--- config.mk ---
export PLATFORM = sky130hd
export DESIGN_NAME = polyfir_seq
export DESIGN_NICKNAME = d
export VERILOG_FILES = /design/src/rtl/polyfir_pkg.sv /design/src/rtl/polyfir_step.sv /design/src/rtl/polyfir_phase_add.sv /design/src/rtl/polyfir_seq.sv
export SDC_FILE = /design/constraint.sdc
export NUM_CORES = 1
export LEC_CHECK = 0
export ABC_AREA = 1
export CORE_MARGIN = 2
export CORE_UTILIZATION = 45
export DETAILED_ROUTE_END_ITERATION = 8
export HOLD_SLACK_MARGIN = 0.15
export PLACE_DENSITY = 0.69
export SKIP_LAST_GASP = 1
export SLEW_MARGIN = 20
export SYNTH_ARGS = -nofsm -noshare
export SYNTH_HDL_FRONTEND = slang
export SYNTH_HIERARCHICAL = 1
export SYNTH_SLANG_ARGS = --single-unit
--- constraint.sdc ---
create_clock -name clk -period 3.25 [get_ports clk]
set_clock_uncertainty 0.15 [all_clocks]
set_input_delay 0.4875 -clock clk [delete_from_list [all_inputs] [get_ports clk]]
set_output_delay 0.4875 -clock clk [all_outputs]
set_load 0.02 [all_outputs]
--- src/rtl/polyfir_pkg.sv ---
package polyfir_pkg;

    typedef enum logic {
        CH_LEFT  = 1'b0,
        CH_RIGHT = 1'b1
    } chan_e;

endpackage

--- src/rtl/polyfir_step.sv ---
// Chooses the per-tap phase increment from the rate ratio.
module polyfir_step #(
    parameter int FRAC_W  = 20,
    parameter int RATIO_W = 24,
    localparam int STEP_W = FRAC_W + 1
) (
    input  logic [RATIO_W-1:0] ratio,
    input  logic               decimate,
    output logic [STEP_W-1:0]  step
);
    localparam logic [RATIO_W-1:0] UNITY_R = RATIO_W'(1) << FRAC_W;
    localparam logic [STEP_W-1:0]  UNITY_S = STEP_W'(1) << FRAC_W;

    logic use_ratio;

    always_comb begin
        // a zero step would never wrap; above one is out of the decimation range
        use_ratio = decimate && (ratio != '0) && (ratio <= UNITY_R);
        step      = use_ratio ? ratio[STEP_W-1:0] : UNITY_S;
    end

endmodule

--- src/rtl/polyfir_phase_add.sv ---
// Phase pointer adder with carry-out used as end-of-channel marker.
module polyfir_phase_add #(
    parameter int PTR_W  = 26,
    parameter int STEP_W = 21
) (
    input  logic [PTR_W-1:0]  ptr,
    input  logic [STEP_W-1:0] step,
    output logic [PTR_W-1:0]  ptr_next,
    output logic              wrap
);
    logic [PTR_W:0] sum;

    always_comb begin
        sum      = {1'b0, ptr} + {{(PTR_W + 1 - STEP_W){1'b0}}, step};
        ptr_next = sum[PTR_W-1:0];
        wrap     = sum[PTR_W];
    end

endmodule

--- src/rtl/polyfir_seq.sv ---
module polyfir_seq
    import polyfir_pkg::*;
#(
    parameter int RAM_AW  = 8,
    parameter int COEF_AW = 6,
    parameter int FRAC_W  = 20,
    parameter int RATIO_W = 24,
    localparam int PTR_W  = COEF_AW + FRAC_W,
    localparam int STEP_W = FRAC_W + 1
) (
    input  logic               clk,
    input  logic               rst_n,
    input  logic               period_start,
    input  logic [RAM_AW-1:0]  ram_start,
    input  logic [PTR_W-1:0]   rom_start,
    input  logic [RATIO_W-1:0] ratio,
    input  logic               decimate,
    output logic [RAM_AW-1:0]  ram_addr,
    output logic [COEF_AW-1:0] rom_addr,
    output logic [FRAC_W-1:0]  rom_phase,
    output logic               mac_en,
    output logic               mac_clr,
    output logic               mac_chan,
    output logic               result_valid,
    output logic               result_chan,
    output logic               busy,
    output logic               overrun
);
    localparam logic [STEP_W-1:0] UNITY_S = STEP_W'(1) << FRAC_W;

    typedef struct packed {
        logic              busy;
        chan_e             chan;
        logic              first;
        logic [RAM_AW-1:0] ram_ptr;
        logic [RAM_AW-1:0] ram_base;
        logic [PTR_W-1:0]  rom_ptr;
        logic [PTR_W-1:0]  rom_base;
        logic [STEP_W-1:0] step;
        logic              valid;
        chan_e             vchan;
        logic              ovr;
    } seq_state_t;

    seq_state_t st_d, st_q;

    logic [STEP_W-1:0] step_sel;
    logic [PTR_W-1:0]  rom_adv;
    logic              rom_wrap;

    polyfir_step #(
        .FRAC_W  (FRAC_W),
        .RATIO_W (RATIO_W)
    ) u_step (
        .ratio    (ratio),
        .decimate (decimate),
        .step     (step_sel)
    );

    polyfir_phase_add #(
        .PTR_W  (PTR_W),
        .STEP_W (STEP_W)
    ) u_phase (
        .ptr      (st_q.rom_ptr),
        .step     (st_q.step),
        .ptr_next (rom_adv),
        .wrap     (rom_wrap)
    );

    always_comb begin
        st_d       = st_q;
        st_d.valid = 1'b0;
        st_d.ovr   = 1'b0;
        st_d.first = 1'b0;
        if (!st_q.busy) begin
            if (period_start) begin
                st_d.busy     = 1'b1;
                st_d.chan     = CH_LEFT;
                st_d.first    = 1'b1;
                st_d.ram_ptr  = ram_start;
                st_d.ram_base = ram_start;
                st_d.rom_ptr  = rom_start;
                st_d.rom_base = rom_start;
                st_d.step     = step_sel;
            end
        end else begin
            st_d.ovr = period_start;
            if (rom_wrap) begin
                st_d.valid = 1'b1;
                st_d.vchan = st_q.chan;
                if (st_q.chan == CH_LEFT) begin
                    st_d.chan    = CH_RIGHT;
                    st_d.first   = 1'b1;
                    st_d.ram_ptr = st_q.ram_base;
                    st_d.rom_ptr = st_q.rom_base;
                end else begin
                    st_d.busy = 1'b0;
                end
            end else begin
                st_d.ram_ptr = st_q.ram_ptr - 1'b1;
                st_d.rom_ptr = rom_adv;
            end
        end
    end

    always_ff @(posedge clk or negedge rst_n) begin
        if (!rst_n) begin
            st_q <= '0;
        end else begin
            st_q <= st_d;
        end
    end

    assign ram_addr     = st_q.ram_ptr;
    assign rom_addr     = st_q.rom_ptr[PTR_W-1:FRAC_W];
    assign rom_phase    = st_q.rom_ptr[FRAC_W-1:0];
    assign mac_en       = st_q.busy;
    assign mac_clr      = st_q.busy & st_q.first;
    assign mac_chan     = st_q.chan;
    assign result_valid = st_q.valid;
    assign result_chan  = st_q.vchan;
    assign busy         = st_q.busy;
    assign overrun      = st_q.ovr;

    // sample address steps down by one between taps of a channel
    assert_ram_down_R2: assert property (@(posedge clk) disable iff (!rst_n)
        (st_q.busy && !rom_wrap) |=> (ram_addr == $past(ram_addr) - 1'b1));

    // phase pointer advances by the latched step between taps
    assert_rom_up_R3: assert property (@(posedge clk) disable iff (!rst_n)
        (st_q.busy && !rom_wrap) |=>
        ({rom_addr, rom_phase} == $past({rom_addr, rom_phase}) + PTR_W'($past(st_q.step))));

    // the latched step is never zero and never above one
    assert_step_range_R3: assert property (@(posedge clk) disable iff (!rst_n)
        st_q.busy |-> (st_q.step != '0 && st_q.step <= UNITY_S));

    // left channel wrap hands over to a cleared right channel
    assert_right_follows_R5: assert property (@(posedge clk) disable iff (!rst_n)
        (st_q.busy && rom_wrap && st_q.chan == CH_LEFT) |=>
        (mac_en && mac_clr && mac_chan == 1'b1));

    // a clear never comes without a tap
    assert_clr_on_tap_R6: assert property (@(posedge clk) disable iff (!rst_n)
        mac_clr |-> mac_en);

    // a result strobe always follows a tap cycle
    assert_valid_after_tap_R7: assert property (@(posedge clk) disable iff (!rst_n)
        result_valid |-> $past(mac_en));

    // a start while busy raises overrun and leaves the start pointers alone
    assert_overrun_R8: assert property (@(posedge clk) disable iff (!rst_n)
        (st_q.busy && period_start) |=>
        (overrun && $stable(st_q.rom_base) && $stable(st_q.ram_base)));

endmodule

Yosys cells after proc, flatten, opt, wreduce, memory -nomap -nowiden
Index checks and enable logic that the tools add are counted.
Widths: inputs -> output; s select.
- register bits after elaboration: 95
- output and inout port bits: 41
- logic and storage cells: 38
- input port bits: 62
- reduce and logical (&&, ||, !) cells: 8
- multiplexer cells: 12
- equality and inequality tests: 2
- bitwise operators: 2
- $lt $le $gt $ge: 1
- $add $sub $neg: 2
- operator list (operator ; number):
    $mux 92 ; 1
    $mux 26 ; 3
    $add 26x21->27 ; 1
    $le 24x21->1 const B ; 1
    $reduce_bool 24->1 ; 1
    $mux 21 ; 1
    $mux 11 ; 1
    $mux 9 ; 1
    $mux 8 ; 1
    $reduce_and 2->1 ; 4
    $sub 8x1->8 const B ; 1
    $mux 3 ; 2
    $ne 3x3->1 const B ; 1
    $logic_and 1x1->1 ; 2
    $mux 2 ; 1
    $ne 2x1->1 const B ; 1
    $reduce_bool 2->1 ; 1
    $and 1x1->1 ; 1
    $mux 1 ; 1
    $not 1->1 ; 1

Longest topological paths before layout
- depth in word-level cells: 6
- gate-level depth with buffers: 19
- depth with buffers taken out: 18

Hierarchy
Netlist, hierarchy kept.
- modules (own cells, without submodules) (module ; area an instance (um^2) ; times used ; sequential area each (um^2) ; cells an instance):
    polyfir_seq ; 4386.7 ; 1 ; 2377.3 ; 530
    polyfir_phase_add ; 1722.9 ; 1 ; 0.0 ; 351
    polyfir_step ; 359.1 ; 1 ; 0.0 ; 71

Worst setup path after synthesis
No wires, ideal clock.
- kind: register to register
- start point: register st_q, in the netlist rom_phase[0]
- end point: register st_q, in the netlist ram_addr[2]
- stages on the path, launching flop included: 20
- slack: 464 ps
- library setup time: 68 ps
- path buffers: 3
- clock period less this slack: 2786 ps
- data arrival time: 2568 ps
- required time: 3032 ps
- path through: dfrtp_1 > ha_1 > inv_1 > fa_1 > inv_1 > nand3_1 > nand3_1 > nand2_1 > nand2_1 > nand2_1 > nand3_1 > and2_1 > nand2_2 > o21a_1 > buf_6 > clkinv_4 > buf_6 > buf_6 > nand2_1 > nand3_1
- cells in the longest elaborated chain, start to end: 3
- elaborated cells on any way between the ends: 5
- classes of those cells: add/sub (1); eq/ne (1); mux (2); reduce/logical (1)
- ends and longest elaborated chain (what ; line ; source):
    start, declared ; polyfir_seq.sv:45 ; seq_state_t st_d, st_q;
    start signal, assigned ; polyfir_seq.sv:110 ; st_q <= st_d;
    $add 26x21->27 (*) ; polyfir_phase_add.sv:14 ; sum = {1'b0, ptr} + {{(PTR_W + 1 - STEP_W){1'b0}}, step};
    named net rom_wrap ; polyfir_seq.sv:49 ; logic rom_wrap;
    $ne 3x3->1 (no source line) / $mux 8 (equally long branches) ; n/a ;
    $reduce_and 2->1 (no source line) / $mux 11 (equally long branches) ; n/a ;
The timed path passes the listed nets; every way through them passes the cells marked *.
A chain may end at the register's enable or synchronous reset.

Final worst setup path
- start point: register st_q, in the netlist rom_phase[0]
- end point: register st_q, in the netlist rom_phase[13]
- cells in the longest elaborated chain, start to end: 3
- elaborated cells on any way between the ends: 5
- classes of those cells: add/sub (1); eq/ne (1); mux (2); reduce/logical (1)
- ends and longest elaborated chain (what ; line):
    $add 26x21->27 (*) ; polyfir_phase_add.sv:14
    named net rom_wrap ; polyfir_seq.sv:49
    $ne 3x3->1 (no source line) / $mux 26 (equally long branches) ; n/a
    $reduce_and 2->1 (no source line) / $mux 26 (equally long branches) ; n/a
Marks and branches as above.

==> key figures <==
Run status
  – Status: completed

Synthesis
  – Synth Warn #: 6
  – Multiplexer share of the synthesized area: 0
  – Synthesized area per cell: a little under 7 sq um
  – Synth top area share: 0.368
  – Main combinational cell family by area after synthesis: simple AND/OR/NAND/NOR gates
  – Adder-Cell Fraction of Synth Area: 0.0456
  – Synth top cells by count: nand2_1 (336), inv_1 (136), dfrtp_1 (95), o21ai_0 (60), nor2_1 (54)
  – Synth Area in XOR/XNOR: 0.0176
  – Synth cell types: 34
  – Synth Cell Area: around 6500 sq um
  – Most common flop cell mapped by yosys: dfrtp_1
  – Cells after Synth: approximately 950
  – Post-synth ARST share: 1.00
  – EDFF count, synth: 0
  – Register area share after synthesis: 0.368
  – Leading area contributor after synthesis: dfrtp_1
  – Top post-synthesis cells by area: dfrtp_1 (37%), nand2_1 (19%), inv_1 (7.9%)
  – Area fraction in compound gates after synthesis: 0.107
  – Post-Syn Nets: approximately 1000
  – Register bit count reported by yosys: 95
  – Count leader, synth: nand2_1
  – Simple-Gate Fraction of Synth Area: 0.315

Clock network
  – TritonCTS buffer count: 9
  – Clock latency on the worst-skew pair: 350 ps
  – Clock Tree Root: clkbuf_16
  – CTS Buffer Depth: 2
  – TritonCTS clock tree: done
  – Post-CTS setup buffer count: 0
  – Htree depth: 3
  – Clk pin slew, worst setup/hold paths: about 70 ps
  – Num Clock Sinks: 95

Timing
  – Slew of the pin with the lowest slew margin: about 650 ps
  – Worst slew margin: 0.563
  – Hold WS: between 300 and 400 ps
  – Final slew viol count: 0
  – Crit share post-route: 0.927
  – Setup TNS: 0 ps
  – Final hold vios: 0
  – Tmin final: 3010 ps
  – Fmax: ~330 MHz
  – RSZ-0062 raised after global routing: false
  – Final setup fails: 0

Routing
  – DRT iter0 DRCs: about 380
  – Antenna viol nets, final: 0
  – Vias per inst: approximately 4.9
  – Vias: ~5800
  – Routed WL per cell: around 14 microns
  – Final WL: roughly 16000 microns
  – Pre-antenna DRT Iters: 5
  – Post-route DRC: 0

Die
  – CORE AREA: ~14000 sq um
  – Initial core utilization: 0.464
  – Die Area: about 15000 sq um
  – Die height: 124 microns
  – Top Ports: between 100 and 150
  – Die W: between 100 and 150 microns
  – Cell Rows: 43

Worst hold path
  – Hold crit path type: flop to flop
  – Hold depth: 2

Final layout
  – ANT cells: 0
  – Area delta synth->final: 20.0%
  – Layout cells sized above 1: 0.0705
  – Nets: roughly 1100

Power
  – P_sw: 1.91 mW
  – Power share of the clock group: 0.238
  – Leak: around 4.0 nW
  – Logic pwr share: 0.417
  – VDD IR max: 0.000422 V
  – PD cells: between 600 and 700 nW/um^2
  – Cell Int Power: 3.12 mW
  – Net Sw Frac: 0.379
  – Seq pwr share: 0.345
  – Power, Total: 5.02 mW

Critical path
  – Worst path required time: ~3300 ps
  – R2R cell count: 19
  – Setup crit start kind: flop
  – Crit path kind: flop to flop
  – Crit. End Element: flop
  – Flop2flop setup slack: around 240 ps
  – CP arrival: 3090 ps
  – Critical-path maximum fanout: 18

Placed design
  – # port buffers: roughly 100
  – DP HPWL: between 10000 and 15000 microns
  – Routability cong.: 0.931

Global routing
  – First-pass GRT wire length: approximately 27000 microns
  – Remaining Overflow, GRT: 0
  – Largest net degree at the start of global routing: 88
  – Vias in the first global route: around 5600
  – Initial antenna violation count: 0
  – Total GRT Usage: 0.230

Run
  – Max Cap Viol: 0
sequential cells by signal, indices dropped and copies added, names as in the netlist:
signal,cells
overrun,1
result_chan,1
result_valid,1
rom_phase,20
st_q,56
busy,1
rom_addr,6
mac_chan,1
ram_addr,8
cells in the final DEF, fill, tap and decap left out, types with 9 or more instances in the layout:
cell / instances
a21oi_1: 46
nand2_1: 336
nand3_1: 37
nor2_2: 26
clkdlybuf4s50_1: 101
o21ai_1: 18
inv_1: 136
buf_4: 10
ha_1: 22
o21ai_0: 60
clkbuf_16: 9
dfrtp_1: 95
nor2_1: 54
worst paths after layout:
check | from | to
min in group asynchronous | rst_n | st_q[23]
max in group asynchronous | rst_n | st_q[79]
max | rom_phase[0] | rom_phase[13]
max reg2reg | rom_phase[0] | rom_phase[13]
min reg2reg | st_q[83] | st_q[83]
min | st_q[83] | st_q[83]
through the flow:
| stage | cells | cell area [sq um] | setup slack [ps] | utilization |
|---|---|---|---|---|
| 4_1_cts | 1201 | 7750 | 111 | 0.556 |
| 2_1_floorplan | 952 | 6470 | 464 | - |
| 3_3_place_gp | 1184 | 7390 | 241 | 0.531 |
| 3_5_place_dp | 1184 | 7390 | 131 | 0.531 |
| 5_1_grt | 1201 | 7760 | 2.86 | 0.557 |
| 6_report | 1201 | 7760 | 236 | 0.557 |
area by class of cell:
class	count	area, sq um
Clock buffer	12	267
Sequential cell	95	2380
Multi-Input combinational cell	656	3140
Fill cell	1396	6170
Tap cell	180	225
Timing Repair Buffer	114	1140
Inverter	140	538
Clock inverter	4	76.3
repair_timing:
item / in CTS / in global routing
resized for setup: 0 / 5
endpoints found under the hold margin: 49 / 0
endpoints found under the setup margin: 0 / 32
hold buffers: 1 / 0
layer usage:
metal  vias up  wire, microns  global-route usage
li1       3038              -                   -
met1      2672           7570               0.300
met2       112           7920               0.396
met3        14            686              0.0435
met4         0            172              0.0527
met5         -              0                   0
power by group through the flow:
stage / Combinational [mW] / Sequential (mW) / Clock (mW)
2_1_floorplan: 1.60 / 1.67 / 0
6_report: 2.10 / 1.74 / 1.19
4_1_cts: 2.10 / 1.73 / 1.21
3_3_place_gp: 2.07 / 1.75 / 0
3_5_place_dp: 2.09 / 1.75 / 0
5_1_grt: 2.35 / 1.77 / 1.26
worst max-delay path, cell delays in order (launching register included):
cell	delay, ps
dfrtp_1	370
ha_1	210
inv_1	70
fa_1	410
inv_1	100
nand3_1	70
nand3_1	100
nand2_1	60
nand2_1	110
nand2_1	90
nand3_1	100
and2_2	220
inv_1	50
nand2_1	110
inv_1	70
buf_4	210
nand2_1	80
nand2_1	60
a21oi_2	140
o21ai_0	100
cells by family after synthesis:
group                      count (synthesis)
adders and majority gates                 23
AOI/OAI and AO/OA                        134
and+or+nand+nor                          486
DFF                                       95
xor gates and xnor gates                  13
buffers and inverters                    201
(Power assumes the default switching activity.)
